==> src/rtl/rpc_pkg.sv <==
package rpc_pkg;
  localparam int unsigned NUM_HALVES = 2;

  typedef struct packed {
    logic rise;
    logic fall;
  } edge_t;
endpackage

==> src/rtl/rpc_sync.sv <==
module rpc_sync #(
  parameter int unsigned STAGES = 2
) (
  input  logic clk_i,
  input  logic rst_ni,
  input  logic d_i,
  output logic q_o
);
  logic [STAGES-1:0] sr_q;

  always_ff @(posedge clk_i or negedge rst_ni) begin
    if (!rst_ni) sr_q <= '0;
    else         sr_q <= (sr_q << 1) | STAGES'(d_i);
  end

  assign q_o = sr_q[STAGES-1];
endmodule

==> src/rtl/rpc_edge.sv <==
module rpc_edge
  import rpc_pkg::*;
(
  input  logic  clk_i,
  input  logic  rst_ni,
  input  logic  lvl_i,
  output edge_t edg_o
);
  logic prev_q;

  always_ff @(posedge clk_i or negedge rst_ni) begin
    if (!rst_ni) prev_q <= 1'b0;
    else         prev_q <= lvl_i;
  end

  assign edg_o.rise = lvl_i & ~prev_q;
  assign edg_o.fall = ~lvl_i & prev_q;
endmodule

==> src/rtl/rpc_srlat.sv <==
module rpc_srlat (
  input  logic clk_i,
  input  logic rst_ni,
  input  logic set_i,
  input  logic clr_i,
  output logic q_o
);
  // clear dominates a coincident set
  always_ff @(posedge clk_i or negedge rst_ni) begin
    if (!rst_ni)    q_o <= 1'b0;
    else if (clr_i) q_o <= 1'b0;
    else if (set_i) q_o <= 1'b1;
  end
endmodule

==> src/rtl/rpc_hold.sv <==
module rpc_hold #(
  parameter int unsigned DLY = 4
) (
  input  logic clk_i,
  input  logic rst_ni,
  input  logic req_i,
  input  logic block_i,
  output logic hold_o
);
  localparam int unsigned CNT_W = (DLY < 1) ? 1 : $clog2(DLY + 1);
  localparam logic [CNT_W-1:0] LIMIT = CNT_W'(DLY);

  logic [CNT_W-1:0] cnt_q;
  logic             done;

  always_ff @(posedge clk_i or negedge rst_ni) begin
    if (!rst_ni)                cnt_q <= '0;
    else if (!req_i || block_i) cnt_q <= '0;
    else if (!done)             cnt_q <= cnt_q + 1'b1;
  end

  assign done   = (cnt_q == LIMIT);
  // combinational gate keeps hold off in the very cycle block rises
  assign hold_o = req_i & ~block_i & done;
endmodule

==> src/rtl/rect_phase_ctrl.sv <==
module rect_phase_ctrl
  import rpc_pkg::*;
#(
  parameter int unsigned SYNC_STAGES = 2,
  parameter int unsigned HOLD_DLY    = 4
) (
  input  logic       clk_i,
  input  logic       rst_ni,
  input  logic       gate_a_i,
  input  logic       gate_b_i,
  output logic [1:0] on_smp_o,
  output logic [1:0] off_smp_o,
  output logic [1:0] hold_o,
  output logic [1:0] on_ofs_o,
  output logic [1:0] off_ofs_o
);
  localparam int unsigned NH = NUM_HALVES;

  logic [NH-1:0] gate_raw;
  logic [NH-1:0] gate_sync;
  edge_t         edg [NH];

  assign gate_raw = {gate_b_i, gate_a_i};

  for (genvar g = 0; g < NH; g++) begin : g_in
    rpc_sync #(.STAGES(SYNC_STAGES)) u_sync (
      .clk_i (clk_i),
      .rst_ni(rst_ni),
      .d_i   (gate_raw[g]),
      .q_o   (gate_sync[g])
    );
    rpc_edge u_edge (
      .clk_i (clk_i),
      .rst_ni(rst_ni),
      .lvl_i (gate_sync[g]),
      .edg_o (edg[g])
    );
  end

  for (genvar h = 0; h < NH; h++) begin : g_half
    localparam int unsigned OTH = NH - 1 - h;

    rpc_srlat u_on_smp (
      .clk_i (clk_i),
      .rst_ni(rst_ni),
      .set_i (edg[OTH].fall),
      .clr_i (edg[h].rise),
      .q_o   (on_smp_o[h])
    );
    rpc_srlat u_off_smp (
      .clk_i (clk_i),
      .rst_ni(rst_ni),
      .set_i (edg[OTH].fall),
      .clr_i (edg[h].fall),
      .q_o   (off_smp_o[h])
    );
    rpc_srlat u_on_ofs (
      .clk_i (clk_i),
      .rst_ni(rst_ni),
      .set_i (edg[OTH].fall),
      .clr_i (edg[h].rise),
      .q_o   (on_ofs_o[h])
    );
    rpc_srlat u_off_ofs (
      .clk_i (clk_i),
      .rst_ni(rst_ni),
      .set_i (edg[h].rise),
      .clr_i (edg[OTH].fall),
      .q_o   (off_ofs_o[h])
    );
    rpc_hold #(.DLY(HOLD_DLY)) u_hold (
      .clk_i  (clk_i),
      .rst_ni (rst_ni),
      .req_i  (on_smp_o[OTH]),
      .block_i(off_smp_o[h]),
      .hold_o (hold_o[h])
    );
  end
endmodule

==> config.mk <==
export PLATFORM = sky130hd
export DESIGN_NAME = rect_phase_ctrl
export DESIGN_NICKNAME = d
export VERILOG_FILES = /design/src/rtl/rpc_pkg.sv /design/src/rtl/rpc_sync.sv /design/src/rtl/rpc_edge.sv /design/src/rtl/rpc_srlat.sv /design/src/rtl/rpc_hold.sv /design/src/rtl/rect_phase_ctrl.sv
export SDC_FILE = /design/constraint.sdc
export NUM_CORES = 1
export LEC_CHECK = 0
export ABC_AREA = 1
export BUFFER_PORTS_ARGS = -buffer_cell sky130_fd_sc_hd__buf_2
export CAP_MARGIN = 15
export CORE_ASPECT_RATIO = 1.25
export CORE_MARGIN = 2
export CORE_UTILIZATION = 25
export DETAILED_ROUTE_END_ITERATION = 10
export PLACE_DENSITY = 0.49
export SETUP_SLACK_MARGIN = 0.2
export SYNTH_ARGS = -nofsm -noshare
export SYNTH_HDL_FRONTEND = slang
export SYNTH_HIERARCHICAL = 1
export SYNTH_SLANG_ARGS = --single-unit
export TNS_END_PERCENT = 50
==> constraint.sdc <==
create_clock -name clk_i -period 0.9 [get_ports clk_i]
set_input_delay 0.09 -clock clk_i [delete_from_list [all_inputs] [get_ports clk_i]]
set_output_delay 0.09 -clock clk_i [all_outputs]
set_load 0.05 [all_outputs]
==> results.cfg <==
[flow_run]
cap_violations = 0

[clocking]
clkLatencyLatePin_ns = 0.25
cts_sinks = 20
h-tree-depth = 1
clkTransAtPathRegs_ns = 0.07
cts_buffers = 3
clock-root-buffer = clkbuf_8
cts_buffer_depth = 2
tritoncts = built

[drt]
finalWirelength_um = 2070
drt_iter0_markers = 17
avgRoutedWirePerCell_um = 11.4
ant_nets = 0
firstDrtPassIters = 4
viasPerCell = 4.07
vias = 741
drc = 0

[sta]
setup_tns_ns = -3.58
clock_skew_ns = 0.00382
min_period_ns = 1.36
fin_crit_sh_pct = 151
fin_ws_ns = -0.461
setup_viol = 14
rsz0062_at_grt = true
finalHoldViolations = 0
fmax_mhz = 735
slew_headroom_pct = 81.9
tightest_slew_ns = 0.271
slew_viol_final = 0

[synth]
synth_nets = 96
yosys-top-cells-area = dfrtp_1 62%, nor2_1 9.3%, inv_1 8.4%
avgSynthCellArea_um2 = 9.18
yosys.area.top_type = dfrtp_1
yosys.area.top_type_share_pct = 61.9
ys_seq_area_share_pct = 61.9
ys_ff_latch = 20
yosysUniqueCellTypes = 7
yosys_warnings = 6
synth_cells = 88
synth_area_um2 = 808

[global_routing]
gr-usage-met1_pct = 12.3
met2_usage_pct = 22.8
grt_start_max_net_pins = 21
grt_use_total_pct = 12.1
grt_busiest_layer = met2
grt_pass1_wl_um = 3160
globalRoute.totalOverflow = 0
grt_use_met3_pct = 3.32
grt_antenna_before_repair = 0
grt_pass1_vias = 758

[setup_path]
crit_arrival_ns = 1.27
cpMostUsedCell = nand2_4
critPathSlowestCell = dfrtp_1
worstSetupPathType = flip-flop to primary output
max_stage_delay_ns = 0.38
path_cells = inv_2, ha_4, nand2_4, inv_4, nand2_4, clkinvlp_4, buf_8
rr_worst_depth = 9
start_kind = flip-flop
critPathMaxFanout = 2
endpoint_kind = primary output
required_ns = 0.81

[layout]
num-nets-final = 154
num-fill-cells = 279
final_cell_mix = 22 x buf_4, 19 x buf_6, 16 x dfrtp_1, 16 x nor2_1, 10 x inv_2
drive_above_1_share_pct = 65.5
multiInputGateArea_um2 = 395
seq_area_um2 = 505
antenna_cells = 0
synthToLayoutAreaGrowth_pct = 99.8
final_common_cell = buf_4

[floorplanning]
die_w_um = 54.9
start_util_pct = 25.8
io_pins = 14
num_rows = 23
die_y_um = 67.6
die_area_mm2 = 0.00371
coreArea_mm2 = 0.00314

[min_path]
hold_class = input port to asynchronous set/reset pin

[pwr]
power_density_mw_per_mm2 = 1650
power_mw = 2.67
p_leak_nw = 0.801
ir_drop_mv = 2.00

[run_status]
run_status = finished, violations left
violations = negative setup slack

[placement]
gp_congestion = 0.650
place_hpwl_um = 1140
io_buffers = 13
worst max-delay path: cells and delay by family (launching register included):
kind | cells | cell delay [ns]
fa+ha+maj | 1 | 0.16
buf+inv | 4 | 0.34
flops | 1 | 0.38
simple gates | 2 | 0.13
timing repair:
item	CTS	global route
setup buffers	11	10
hold buffers	3	0
endpoints found under the hold margin	22	0
pin swaps	24	26
endpoints found under the setup margin	24	28
resized for setup	56	20
area by class of cell:
cell class	instances	share of cell area, %
repair buffers	53	32.0
inverters	18	4.96
flip-flops and latches	20	31.3
multi-input cells	50	24.5
clock buffers	3	2.56
well taps	37	2.87
clock inverters	1	1.86
cell usage after synthesis:
cell     instances
ha_1             4
dfrtp_1         20
inv_1           18
nor2_1          20
nand2_1         14
nand3_1         10
nor2_2           2
state kept, by name (all words and copies together), names as in the netlist:
register	cells
g_in.u_sync/sr_q	4
g_half.u_hold/cnt_q	6
g_half.u_on_smp/q_o	2
g_half.u_off_smp/q_o	2
g_in.u_edge/prev_q	2
g_half.u_on_ofs/q_o	2
g_half.u_off_ofs/q_o	2
through the flow:
step / cell area [µm²] / std cells / setup slack, ns / hold slack (ns) / util, %
2_1_floorplan: 851 / 88 / -0.183 / -0.206 / -
3_3_place_gp: 1080 / 154 / -0.264 / 0.0599 / 34.5
3_5_place_dp: 1080 / 154 / -0.298 / 0.0583 / 34.5
4_1_cts: 1460 / 172 / -0.447 / 0.311 / 46.6
5_1_grt: 1620 / 182 / -0.526 / 0.276 / 51.5
6_report: 1620 / 182 / -0.461 / 0.266 / 51.5
cell families after synthesis:
kind of cell / share of synthesized area, %
AND/OR/NAND/NOR: 23.5
flip-flops: 61.9
buffers and inverters: 8.36
adder cells (fa/ha/maj): 6.19
layer usage:
metal  wire length [µm]  up-vias  part of all wire, %
li1                   -      374                    -
met1                791      354                   38
met2               1210       11                   59
met3                 53        2                  2.6
met4                 10        0                 0.48
met5                  0        -                    0
path summary, 6_finish.rpt:
check	start	to	slack, ns
max	g_half[0].u_hold/cnt_q[0]	hold_o[0]	-0.46
min	rst_ni	g_half[1].u_on_ofs/q_o	0.27
max reg2reg	g_half[1].u_hold/cnt_q[0]	g_half[1].u_hold/cnt_q[0]	-0.43
min reg2reg	g_in[1].u_sync/sr_q[0]	g_in[1].u_sync/sr_q[1]	0.35
max in group asynchronous	rst_ni	g_half[0].u_on_smp/q_o	0.40
min in group clk_i	g_in[1].u_sync/sr_q[0]	g_in[1].u_sync/sr_q[1]	0.35
report_power, final:
part / switching [mW] / internal [mW] / leakage [nW]
Clock: 0.282 / 0.593 / 0.0357
Combinational: 0.386 / 0.366 / 0.522
Sequential: 0.0647 / 0.976 / 0.244
Total: 0.732 / 1.94 / 0.801
Note: power is estimated with default switching activity, not from simulation.
